$ cat src/rtl/slint_pkg.sv
// Shared constants for the scan-line interrupt controller: register
// numbers, enable masks and status register 1 bit positions.
package slint_pkg;
    localparam int REG_ADDR_W  = 6;
    localparam int DATA_W      = 8;
    localparam logic [REG_ADDR_W-1:0] ADDR_CTL0   = 6'd0;
    localparam logic [REG_ADDR_W-1:0] ADDR_CTL1   = 6'd1;
    localparam logic [REG_ADDR_W-1:0] ADDR_TARGET = 6'd19;
    localparam int LINE_EN_BIT  = 4;   // mask 0x10 in register 0
    localparam int FRAME_EN_BIT = 5;   // mask 0x20 in register 1
    localparam int ST1_HF_BIT   = 0;
    localparam int ST1_BLK_BIT  = 1;
    localparam int ID_W         = 3;
endpackage

$ cat src/rtl/slint_ctl_regs.sv
// Control register file. It keeps only the fields this block uses: the
// line enable, the frame enable and the target line. Writes to any other
// register number, and other bits of registers 0 and 1, are dropped.
// Assumes one write strobe per cycle.
module slint_ctl_regs
    import slint_pkg::*;
#(
    parameter int LINE_W = 8
) (
    input  logic                  clk,
    input  logic                  rst_n,
    input  logic                  wr_en,
    input  logic [REG_ADDR_W-1:0] wr_addr,
    input  logic [DATA_W-1:0]     wr_data,
    output logic                  line_en,
    output logic                  frame_en,
    output logic [LINE_W-1:0]     target
);
    // Decode each write and update the matching field.
    always_ff @(posedge clk) begin
        if (!rst_n) begin
            line_en  <= 1'b0;
            frame_en <= 1'b0;
            target   <= '0;
        end else if (wr_en) begin
            if (wr_addr == ADDR_CTL0)   line_en  <= wr_data[LINE_EN_BIT];
            if (wr_addr == ADDR_CTL1)   frame_en <= wr_data[FRAME_EN_BIT];
            if (wr_addr == ADDR_TARGET) target   <= wr_data[LINE_W-1:0];
        end
    end
endmodule

$ cat src/rtl/slint_line_match.sv
// Detects the cycle in which the scan line changes to the target value.
// It gives one hit per line arrival, and none while the line holds.
// A zero target or a clear enable suppresses the hit. The first sample
// after reset is a baseline and never counts as a change.
module slint_line_match #(
    parameter int LINE_W = 8
) (
    input  logic              clk,
    input  logic              rst_n,
    input  logic [LINE_W-1:0] scan_line,
    input  logic [LINE_W-1:0] target,
    input  logic              line_en,
    output logic              hit
);
    logic [LINE_W-1:0] prev_line;
    logic              prev_vld;
    logic              line_chg;

    // Remember the last scan line seen, to detect changes.
    always_ff @(posedge clk) begin
        if (!rst_n) begin
            prev_line <= '0;
            prev_vld  <= 1'b0;
        end else begin
            prev_line <= scan_line;
            prev_vld  <= 1'b1;
        end
    end

    // Qualify a line change with the enable, a non-zero target and equality.
    always_comb begin
        line_chg = prev_vld && (scan_line != prev_line);
        hit      = line_en && (target != '0) && line_chg && (scan_line == target);
    end
endmodule

$ cat src/rtl/slint_flag.sv
// Sticky event flag. A set pulse wins over a clear pulse in the same cycle,
// so an event arriving during a status read is not lost.
module slint_flag (
    input  logic clk,
    input  logic rst_n,
    input  logic set,
    input  logic clr,
    output logic q
);
    // Hold the flag until a clear that is not overridden by a set.
    always_ff @(posedge clk) begin
        if (!rst_n)   q <= 1'b0;
        else if (set) q <= 1'b1;
        else if (clr) q <= 1'b0;
    end
endmodule

$ cat src/rtl/slint_ctrl.sv
// Top of the scan-line interrupt controller. It combines the control
// registers, the line matcher and two sticky flags (line and frame). It
// drives the shared active-low interrupt and the status register 1 byte.
// Assumes the read strobes are one cycle per host access.
module slint_ctrl
    import slint_pkg::*;
#(
    parameter int               LINE_W  = 8,
    parameter logic [ID_W-1:0]  CHIP_ID = 3'b011
) (
    input  logic                  clk,
    input  logic                  rst_n,
    input  logic                  reg_wr_en,
    input  logic [REG_ADDR_W-1:0] reg_wr_addr,
    input  logic [DATA_W-1:0]     reg_wr_data,
    input  logic [LINE_W-1:0]     scan_line,
    input  logic                  blank_in,
    input  logic                  frame_end,
    input  logic                  st0_rd,
    input  logic                  st1_rd,
    output logic [DATA_W-1:0]     st1_data,
    output logic                  frame_flag,
    output logic                  irq_n
);
    localparam int PAD_W = DATA_W - ID_W - 2;

    logic              line_en;
    logic              frame_en;
    logic [LINE_W-1:0] target;
    logic              line_hit;
    logic              line_flag;

    slint_ctl_regs #(.LINE_W(LINE_W)) u_regs (
        .clk      (clk),
        .rst_n    (rst_n),
        .wr_en    (reg_wr_en),
        .wr_addr  (reg_wr_addr),
        .wr_data  (reg_wr_data),
        .line_en  (line_en),
        .frame_en (frame_en),
        .target   (target)
    );

    slint_line_match #(.LINE_W(LINE_W)) u_match (
        .clk       (clk),
        .rst_n     (rst_n),
        .scan_line (scan_line),
        .target    (target),
        .line_en   (line_en),
        .hit       (line_hit)
    );

    slint_flag u_line_flag (
        .clk   (clk),
        .rst_n (rst_n),
        .set   (line_hit),
        .clr   (st1_rd),
        .q     (line_flag)
    );

    slint_flag u_frame_flag (
        .clk   (clk),
        .rst_n (rst_n),
        .set   (frame_end),
        .clr   (st0_rd),
        .q     (frame_flag)
    );

    // Assemble the status byte and the shared interrupt pin.
    always_comb begin
        st1_data = {CHIP_ID, {PAD_W{1'b0}}, blank_in, line_flag};
        irq_n    = !((line_flag && line_en) || (frame_flag && frame_en));
    end
endmodule

$ cat config.mk
export PLATFORM = sky130hd
export DESIGN_NAME = slint_ctrl
export DESIGN_NICKNAME = d
export VERILOG_FILES = /design/src/rtl/slint_pkg.sv /design/src/rtl/slint_ctl_regs.sv /design/src/rtl/slint_line_match.sv /design/src/rtl/slint_flag.sv /design/src/rtl/slint_ctrl.sv
export SDC_FILE = /design/constraint.sdc
export NUM_CORES = 1
export LEC_CHECK = 0
export BUFFER_PORTS_ARGS = -buffer_cell sky130_fd_sc_hd__buf_4
export CAP_MARGIN = 25
export CORE_ASPECT_RATIO = 0.8
export CORE_MARGIN = 3
export CORE_UTILIZATION = 45
export CTS_CLUSTER_DIAMETER = 200
export DETAILED_ROUTE_END_ITERATION = 6
export GPL_TIMING_DRIVEN = 0
export PLACE_DENSITY = 0.75
export SETUP_SLACK_MARGIN = 0.3
export SKIP_LAST_GASP = 1
export SLEW_MARGIN = 20
export SYNTH_ARGS = -nofsm -noshare
export SYNTH_HDL_FRONTEND = slang
export SYNTH_SLANG_ARGS = --single-unit
$ cat constraint.sdc
create_clock -name clk -period 1.71 [get_ports clk]
set_input_delay 0.513 -clock clk [delete_from_list [all_inputs] [get_ports clk]]
set_output_delay 0.513 -clock clk [all_outputs]
set_load 0.01 [all_outputs]
# Yosys cells after proc, flatten, opt, wreduce, memory -nomap -nowiden
# Cells that the tools add are included.
totals:
  regBits: 21
  input_bits: 29
  output_inout_bits: 10
classes:
  n_eq_ne: 4
  n_mux: 5
  reduce_logical: 15
op_table:
  columns: ["op", "n"]
  rows:
  - ["$eq A8 B8 Y1", 1]
  - ["$ne A8 B8 Y1", 1]
  - ["$reduce_bool A8 Y1", 1]
  - ["$eq A6 B1 Y1 const B", 1]
  - ["$eq A6 B5 Y1 const B", 1]
  - ["$logic_and A1 B1 Y1", 6]
  - ["$logic_not A6 Y1", 1]
  - ["$reduce_and A2 Y1", 3]
  - ["$mux W1", 5]
  - ["$reduce_bool A2 Y1", 2]
  - ["$logic_not A1 Y1", 1]
  - ["$logic_or A1 B1 Y1", 1]

# Depth between registers and ports, before layout
# Gate-level depths: netlist of run 1.
logic_depth:
  depth_word: 5
  depth_mapped: 4

# By module
# From an unflattened synthesis of run 1, not the netlist that was laid out.
unflattened:
  cells_unflattened: 103
  area_unflattened_um2: 1051.0
by_module_without_submodules:
  columns: ["module", "n_inst", "cells_each", "area_per_inst_um2", "seq_area_each_um2"]
  rows:
  - ["slint_ctl_regs", 1, 45, 450.4, 200.2]
  - ["slint_line_match", 1, 41, 437.9, 180.2]
  - ["slint_flag", 2, 3, 41.3, 20.0]
  - ["slint_ctrl", 1, 11, 80.1, 0.0]

# Least setup slack after synthesis of run 1
# No wires, ideal clock.
synth_path:
  path_kind: "input -> register"
  from: "input port reg_wr_en"
  to: "register u_regs.target[0]"
  setup_time_ns: 0.116
  t_arrival_ns: 1.358
  t_required_ns: 1.594
  path_slack_ns: 0.236
  stages: 4
  path_buffers: 0
  path_cell_list: "nand4_2 -> nor4_4 -> mux2i_1 -> nor2b_1"
synth_between:
  elab_chain_len: 1
synth_lines:
  columns: ["element", "line_no", "rtl"]
  rows:
  - ["start: declaration", "slint_ctrl.sv:13", "input logic reg_wr_en,"]
  - ["$reduce_and A2 Y1 (no line)", null, null]
  - ["end signal: assignment", "slint_ctl_regs.sv:28", "if (wr_addr == ADDR_TARGET) target <= wr_data[LINE_W-1:0];"]
  - ["end: declaration", "slint_ctl_regs.sv:17", "output logic [LINE_W-1:0] target"]
# No other way between the ends.
# A chain may end at the register's enable or synchronous reset.

# Worst setup path in the final report of run 1
layout_path:
  from: "register u_line_flag.q"
  to: "output port irq_n"
layout_between:
  elab_chain_len: 3
layout_lines:
  columns: ["element", "line_no", "rtl"]
  rows:
  - ["start: declaration", "slint_flag.sv:8", "output logic q"]
  - ["start signal: assignment", "slint_flag.sv:12", "if (!rst_n) q <= 1'b0;"]
  - ["start signal: assignment", "slint_flag.sv:13", "else if (set) q <= 1'b1;"]
  - ["start signal: assignment", "slint_flag.sv:14", "else if (clr) q <= 1'b0;"]
  - ["$logic_and A1 B1 Y1", "slint_ctrl.sv:72", "irq_n = !((line_flag && line_en) || (frame_flag && frame_en));"]
  - ["$logic_or A1 B1 Y1", "slint_ctrl.sv:72", null]
  - ["$logic_not A1 Y1", "slint_ctrl.sv:72", null]
  - ["end: declaration", "slint_ctrl.sv:23", "output logic irq_n"]
# No other way between the ends.

==> impl_metrics.env, run 1 <==
export IMPL_yosysWarnings=0
export IMPL_fillCellCount=172
export IMPL_dr_max_layer_used="met4"
export IMPL_required_ps=1200
export IMPL_antenna_left=0
export IMPL_met1_length_um=867
export IMPL_cts_tree="done"
export IMPL_critPathBufInv=1
export IMPL_synth_top_area_cell="dfxtp_1"
export IMPL_crit_arrival_ps=960
export IMPL_stdcell_count=164
export IMPL_drt_total_wl_mm=1.96
export IMPL_wl_met3_um=184
export IMPL_clock_sinks=21
export IMPL_ir_drop_mv=0.521
export IMPL_max_freq_ghz=0.679
export IMPL_htreeDepth=1
export IMPL_clk_latency_ps=300
export IMPL_drt_pass1_iterations=4
export IMPL_synth_most_common_cell="dfxtp_1"
export IMPL_numPlacedInstances=159
export IMPL_synth_ff_type="dfxtp_1"
export IMPL_dp_hpwl_mm=1.65
export IMPL_place_ws_ps=-18.5
export IMPL_hold_path_class="in2reg"
export IMPL_grt_pass1_wl_mm=3.46
export IMPL_ctsRootBufferMaster="clkbuf_4"
export IMPL_yosysSeqAreaShare=0.417
export IMPL_grt_setup_unrepaired="true"
export IMPL_yosys_area_share_simple=0.221
export IMPL_max_cap_viol_count=0
export IMPL_cpPeakStageDelay_ps=350
export IMPL_synth_top_family_by_area="simple AND/OR/NAND/NOR gates"
export IMPL_cts_buffers=3
export IMPL_avgSynthCellArea_um2=10.1
export IMPL_crit_type="reg2out"
export IMPL_coreArea_um2=2000
export IMPL_fp_dieH_um=48.3
export IMPL_globalRouteTotalUtil=0.161
export IMPL_num_vias=763
export IMPL_die_w_um=58.9
export IMPL_finClkSkew_ps=1.24
export IMPL_viasPerCell=4.65
export IMPL_setup_violations=0
export IMPL_yosys_area_share_adder=0
export IMPL_multi_input_area_um2=546
export IMPL_synth_area_leaders="dfxtp_1 42%, mux2i_1 9.9%, xnor2_1 6.9%"
export IMPL_synth_area_mux_share=0.0993
export IMPL_antenna_cells=0
export IMPL_async_flop_share=0
export IMPL_finalNetCount=170
export IMPL_synth_area_um2=1010
export IMPL_wl_per_cell_um=12.0
export IMPL_netlist_instances=100
export IMPL_status="complete, no violations"
export IMPL_p_per_area_nw_per_um2=652
export IMPL_crit_path_start_kind="register"
export IMPL_synth_seq_cells=21
export IMPL_overflow=0
export IMPL_antenna_found_initial=0
export IMPL_hold_viol_final=0
export IMPL_regArea_um2=423
export IMPL_synth_xor_area_frac=0.130
export IMPL_min_period_over_period=0.861
export IMPL_fin_ws_ps=238
export IMPL_drc_errors=0
export IMPL_initialDrtViolationCount=5
export IMPL_place_congestion=0.676
export IMPL_die_area_um2=2850
export IMPL_drv_slew=0
export IMPL_synth_compound_area_share=0.0546
export IMPL_clockBufferDepth=2
export IMPL_synth_edf_count=0
export IMPL_slowest_stage="dfxtp_2"
export IMPL_clk_pin_slew_ps=110
export IMPL_path_cells="a22oi_2 -> buf_4"
export IMPL_row_count=14
export IMPL_areaGrowthSynthToFinish_pct=34.2
export IMPL_synth_top_area_share=0.417
export IMPL_fin_crit_ps=1470
export IMPL_met2_length_um=880
export IMPL_pin_count=39
export IMPL_drive_gt1_frac=0.350
export IMPL_grt_max_degree=13
export IMPL_endpoint_kind="output pin"
export IMPL_path_max_fanout=3
export IMPL_synth_common_cells="21 x dfxtp_1, 11 x nor2b_1, 10 x mux2i_1"
export IMPL_critPathTopFamily="flip-flops"
export IMPL_io_buffers=31
export IMPL_synth_distinct_cells=25
export IMPL_grt_pass1_vias=786
export IMPL_p_leak_nw=0.563
export IMPL_initial_utilization=0.505
placed cells by master (no fill, tap or decap), types with 3 or more instances in the layout:
cell type  count
conb_1         6
dfxtp_1       19
and2_1         8
clkbuf_4       3
xnor2_1        8
mux2i_1       10
nand4_1        3
xor2_1         7
buf_4         38
nor2b_1       11
flip-flops by register name, summed over array words and instances, names as in the netlist:
signal	flops
u_frame_flag.q	1
u_regs.frame_en	1
u_regs.target	8
u_match.prev_vld	1
u_regs.line_en	1
u_line_flag.q	1
u_match.prev_line	8
through the flow:
| step | hold WS, ps | util | power, mW | area, um^2 | TNS, ps |
|---|---|---|---|---|---|
| after floorplan | 475 | - | 0.586 | 1030 | 0 |
| after global placement | 504 | 0.648 | 0.658 | 1290 | -5.20 |
| after detailed placement | 503 | 0.648 | 0.662 | 1290 | -53.5 |
| after CTS | 319 | 0.668 | 0.896 | 1330 | 0 |
| after global routing | 314 | 0.678 | 0.937 | 1350 | 0 |
| final | 331 | 0.678 | 0.882 | 1350 | 0 |
final timing paths:
check | from | end | slack (ps) | depth (start not counted)
worst max register to register | u_regs.target[4] | u_line_flag.q | 540 | 4
worst min register to register | u_line_flag.q | u_line_flag.q | 510 | 2
worst max-delay path | u_line_flag.q | irq_n | 240 | 2
worst min-delay path | rst_n | u_match.prev_vld | 330 | 1
worst reg2reg max path, cell delays in order, from the launching register on:
cell	delay (ps)
dfxtp_1	360
xor2_1	170
nor4_1	250
o211ai_1	120
o31ai_1	190
layout make-up:
type | instances | share of cell area
inverter | 1 | 0.00277
sequential | 21 | 0.312
timing repair buffer | 32 | 0.189
buffer | 10 | 0.0499
clock inverter | 1 | 0.00370
tap | 24 | 0.0222
multi-input combinational | 72 | 0.403
clock buffer | 3 | 0.0166
routing by layer:
layer,up-vias,global-route usage
met5,-,0
met1,321,0.196
met2,28,0.248
met4,0,0.0679
li1,409,-
met3,5,0.0638
logic make-up after synthesis:
group | after synthesis
AND/OR/NAND/NOR | 33
flip-flops | 21
XOR/XNOR | 15
buffers and inverters | 11
multiplexers | 10
AO/OA/AOI/OAI | 8
other | 2
power breakdown:
group	switching, mW	total, mW	internal, mW
sequential	0.00717	0.510	0.503
clock	0.144	0.232	0.0874
combinational	0.0548	0.141	0.0860
repair_timing:
item,in CTS,in global routing
pin swaps,0,1
hold buffers,0,0
setup buffers,0,1
setup endpoints to repair,2,10
gates resized for setup,4,0
Note: power is estimated with default switching activity, not from simulation.
==> run 2: changes to the inputs <==
CORE_UTILIZATION = 47   (was 45)
PLACE_DENSITY = 0.77   (was 0.75)
==> run 2 against run 1 <==
  * Global-route usage down 0.65 points
  * Critical endpoint unchanged
  * Register-to-register slack worse by 50 ps
  * Non-clock buffer count up 2
  * Worst hold slack worse by 7.8 ps
  * Highest routed layer is now met3
  * Sequential share of layout area down 0.058 points
  * Clock power up 3%
  * Critical path type unchanged
  * Worst setup slack worse by 9.1 ps
  * Largest power group unchanged
==> impl_metrics.env, run 2 (synthesis gave the netlist of run 1 again) <==
export IMPL_initial_utilization=0.514
export IMPL_initialDrtViolationCount=3
export IMPL_fin_crit_ps=1480
export IMPL_grt_pass1_wl_mm=3.17
export IMPL_clockBufferDepth=2
export IMPL_fp_dieH_um=47.4
export IMPL_stdcell_count=166
export IMPL_clock_sinks=21
export IMPL_crit_type="reg2out"
export IMPL_crit_path_start_kind="register"
export IMPL_combPwrFrac=0.159
export IMPL_drc_errors=0
export IMPL_power_frac_seq=0.572
export IMPL_wl_per_cell_um=11.9
export IMPL_finalNetCount=172
export IMPL_areaGrowthSynthToFinish_pct=34.5
export IMPL_final_area_um2=1360
export IMPL_drv_slew=0
export IMPL_place_congestion=0.664
export IMPL_overflow=0
export IMPL_viasPerCell=4.71
export IMPL_grt_max_degree=13
export IMPL_fillCellCount=172
export IMPL_antenna_found_initial=0
export IMPL_power_switching_mw=0.214
export IMPL_finClkSkew_ps=3.02
export IMPL_globalRouteTotalUtil=0.154
export IMPL_path_max_fanout=3
export IMPL_regArea_um2=423
export IMPL_grt_setup_unrepaired="true"
export IMPL_placed_cell_area_um2=1290
export IMPL_pin_count=39
export IMPL_hold_viol_final=0
export IMPL_dp_hpwl_mm=1.61
export IMPL_ctsRootBufferMaster="clkbuf_4"
export IMPL_final_common_cell="buf_4"
export IMPL_drt_total_wl_mm=1.98
export IMPL_cts_tree="done"
export IMPL_die_area_um2=2740
export IMPL_max_freq_ghz=0.675
export IMPL_p_per_area_nw_per_um2=656
export IMPL_max_cap_viol_count=0
export IMPL_crit_arrival_ps=970
export IMPL_antenna_left=0
export IMPL_htreeDepth=1
export IMPL_clk_latency_ps=310
export IMPL_power_internal_mw=0.676
export IMPL_ir_drop_mv=0.544
export IMPL_grt_pass1_vias=740
export IMPL_drive_gt1_frac=0.359
export IMPL_numPlacedInstances=159
export IMPL_reg_top3="u_match.prev_line x8, u_regs.target x8"
export IMPL_antenna_cells=0
export IMPL_status="complete, no violations"
export IMPL_drt_pass1_iterations=3
export IMPL_die_w_um=57.8
export IMPL_multi_input_area_um2=546
export IMPL_cts_buffers=3
export IMPL_endpoint_kind="output pin"
export IMPL_swShare=0.240
export IMPL_row_count=14
export IMPL_pwr_share_clk=0.269
export IMPL_final_core_util=0.691
export IMPL_io_buffers=31
export IMPL_coreArea_um2=1960
export IMPL_layout_common_cells="41 x buf_4, 19 x dfxtp_1, 11 x nor2b_1"
export IMPL_min_period_over_period=0.866
export IMPL_p_leak_nw=0.572
export IMPL_clk_pin_slew_ps=110
export IMPL_num_vias=782
export IMPL_required_ps=1200
export IMPL_hold_path_class="in2reg"
export IMPL_setup_violations=0
[run 2: cell count changes in the layout (fill, tap and decap cells not counted), sizes merged]
| cell | previous run | this run |
|---|---|---|
| buf | 40 | 42 |
[run 2: per-layer routing]
| metal | wire (um) | GRT usage | vias up |
|---|---|---|---|
| met5 | 0 | 0 | - |
| met4 | 0 | 0.0278 | 0 |
| met3 | 155 | 0.0647 | 0 |
| met2 | 910 | 0.257 | 23 |
| met1 | 917 | 0.193 | 349 |
| li1 | - | - | 410 |
[run 2: layout make-up]
type,count,share of cell area
Tap cell,24,0.0221
Inverter,1,0.00277
Sequential cell,21,0.312
Multi-Input combinational cell,72,0.402
Clock buffer,3,0.0166
Clock inverter,1,0.00369
Buffer,10,0.0498
Timing Repair Buffer,34,0.191
[run 2: what timing repair did]
action / CTS / global route
resized for setup: 3 / 1
endpoints found under the setup margin: 2 / 10
setup buffers: 1 / 2
endpoints found under the hold margin: 0 / 0
pin swaps: 0 / 1
hold buffers: 0 / 0
[run 2: worst paths after layout]
path / startpoint / endpoint / slack (ps) / cells past startpoint
worst max-delay path: u_line_flag.q / irq_n / 230 / 2
worst min-delay path: rst_n / u_match.prev_vld / 320 / 1
worst max register to register: u_regs.target[7] / u_line_flag.q / 490 / 4
worst min register to register: u_line_flag.q / u_line_flag.q / 510 / 2
[run 2: power groups by stage]
stage | registers [mW] | clock network, mW | logic [mW]
final | 0.510 | 0.239 | 0.141
after global routing | 0.511 | 0.271 | 0.156
after CTS | 0.510 | 0.245 | 0.142
after detailed placement | 0.521 | 0 | 0.141
after global placement | 0.520 | 0 | 0.138
after floorplan | 0.520 | 0 | 0.0656
[run 2: metrics by stage]
stage | total power [mW] | setup TNS, ps | setup WS, ps | hold slack [ps]
final | 0.890 | 0 | 229 | 323
after global routing | 0.939 | 0 | 163 | 310
after CTS | 0.896 | 0 | 225 | 320
after detailed placement | 0.662 | -194 | -32.0 | 500
after global placement | 0.658 | -12.9 | -6.91 | 503
after floorplan | 0.586 | 0 | 241 | 475
[run 2: worst max-delay path: stages, from the launching register on]
cell and delay (ps):
dfxtp_2 350, a22oi_2 170, buf_4 140
==> run 3: changes to the inputs <==
CORE_MARGIN = 2   (was 3)
MAX_ROUTING_LAYER = met4   (was not set)
==> run 3 against run 2 <==
  * Sequential share of layout area is 0.086 points higher
  * Clock-buffer cell count is 1 higher
  * Global-route usage is 3.4 points higher
  * Clock power is 4% lower
==> impl_metrics.env, run 3 (synthesis gave the netlist of run 1 again) <==
export IMPL_ctsRootBufferMaster="clkbuf_4"
export IMPL_cts_buffers=3
export IMPL_wl_per_cell_um=12.3
export IMPL_overflow=0
export IMPL_power_internal_mw=0.680
export IMPL_globalRouteTotalUtil=0.189
export IMPL_dp_hpwl_mm=1.62
export IMPL_antenna_found_initial=0
export IMPL_max_cap_viol_count=0
export IMPL_multi_input_area_um2=546
export IMPL_slowest_stage="dfxtp_2"
export IMPL_ir_drop_mv=0.564
export IMPL_power_switching_mw=0.202
export IMPL_antenna_cells=0
export IMPL_clk_pin_slew_ps=110
export IMPL_grt_pass1_wl_mm=3.53
export IMPL_cts_hold_fix_buffers=0
export IMPL_crit_type="reg2out"
export IMPL_crit_arrival_ps=960
export IMPL_path_max_fanout=3
export IMPL_pin_count=39
export IMPL_grt_pass1_vias=780
export IMPL_drv_slew=0
export IMPL_min_period_over_period=0.859
export IMPL_required_ps=1200
export IMPL_place_congestion=0.685
export IMPL_drt_pass1_iterations=2
export IMPL_pwr_share_clk=0.260
export IMPL_drive_gt1_frac=0.343
export IMPL_layout_common_cells="38 x buf_4, 19 x dfxtp_1, 11 x nor2b_1"
export IMPL_power_frac_seq=0.578
export IMPL_initial_utilization=0.519
export IMPL_row_count=14
export IMPL_antenna_left=0
export IMPL_reg_top3="u_match.prev_line x8, u_regs.target x8"
export IMPL_fillCellCount=158
export IMPL_cts_tree="done"
export IMPL_die_area_um2=2530
export IMPL_crit_path_start_kind="register"
export IMPL_setup_violations=0
export IMPL_p_leak_nw=0.561
export IMPL_final_area_um2=1350
export IMPL_max_freq_ghz=0.681
export IMPL_critPathBufInv=1
export IMPL_die_w_um=55.8
export IMPL_drt_total_wl_mm=2.01
export IMPL_htreeDepth=1
export IMPL_finalNetCount=170
export IMPL_combPwrFrac=0.162
export IMPL_placed_cell_area_um2=1290
export IMPL_clock_sinks=21
export IMPL_status="complete, no violations"
export IMPL_place_ws_ps=-25.5
export IMPL_io_buffers=31
export IMPL_cpPeakStageDelay_ps=350
export IMPL_hold_slack_ps=337
export IMPL_hold_viol_final=0
export IMPL_path_cells="a22oi_2 -> buf_4"
export IMPL_areaGrowthSynthToFinish_pct=34.1
export IMPL_p_per_area_nw_per_um2=652
export IMPL_stdcell_count=164
export IMPL_endpoint_kind="output pin"
export IMPL_critPathTopFamily="flip-flops"
export IMPL_final_common_cell="buf_4"
export IMPL_num_vias=789
export IMPL_grt_max_degree=12
export IMPL_drc_errors=0
export IMPL_hold_path_class="in2reg"
export IMPL_numPlacedInstances=159
export IMPL_fin_ws_ps=241
export IMPL_viasPerCell=4.81
export IMPL_swShare=0.229
export IMPL_fp_dieH_um=45.4
export IMPL_finClkSkew_ps=1.60
export IMPL_ff2ff_setup_slack_ps=520
export IMPL_final_core_util=0.696
export IMPL_coreArea_um2=1940
export IMPL_initialDrtViolationCount=8
export IMPL_fin_crit_ps=1470
export IMPL_clockBufferDepth=2
export IMPL_regArea_um2=423
export IMPL_clk_latency_ps=300
export IMPL_grt_setup_unrepaired="true"
==> run 3: cell types whose count changed in the layout (fill, tap and decap cells not counted), sizes merged <==
cell    delta
buf        -2
clkinv     -1
clkbuf     +1
==> run 3: power groups by stage <==
stage	clock, mW	combinational [mW]	sequential (mW)
floorplan	0	0.0656	0.520
global placement	0	0.138	0.520
detailed placement	0	0.142	0.521
CTS	0.237	0.143	0.510
global route	0.261	0.157	0.511
finish	0.229	0.143	0.510
==> run 3: stage by stage <==
stage	total power, mW	TNS (ps)
2_1_floorplan	0.586	0
3_3_place_gp	0.658	0
3_5_place_dp	0.663	-124
4_1_cts	0.890	0
5_1_grt	0.930	0
6_report	0.882	0
==> run 3: path summary, 6_finish.rpt <==
kind | depth (start not counted) | to | start
hold / removal | 1 | u_match.prev_vld | rst_n
setup / recovery | 2 | irq_n | u_line_flag.q
hold reg to reg | 2 | u_line_flag.q | u_line_flag.q
setup reg to reg | 4 | u_line_flag.q | u_regs.target[7]
==> run 3: layer usage <==
metal / up-vias / share of wire / GRT usage
li1: 407 / - / -
met1: 354 / 0.48 / 0.218
met2: 26 / 0.45 / 0.324
met3: 2 / 0.070 / 0.0682
met4: 0 / 0.0025 / 0.0390
met5: - / 0 / -
==> run 3: cell type report <==
| cell class | instances | area share |
|---|---|---|
| Tap cell | 24 | 0.0222 |
| Timing Repair Buffer | 32 | 0.190 |
| Buffer | 10 | 0.0500 |
| Sequential cell | 21 | 0.313 |
| Inverter | 1 | 0.00278 |
| Clock buffer | 4 | 0.0194 |
| Multi-Input combinational cell | 72 | 0.403 |
==> run 3: repair_timing <==
action / CTS / global route
endpoints found under the setup margin: 2 / 2
pin swaps: 1 / 0
setup buffers: 1 / 0
resized for setup: 3 / 1
endpoints found under the hold margin: 0 / 0
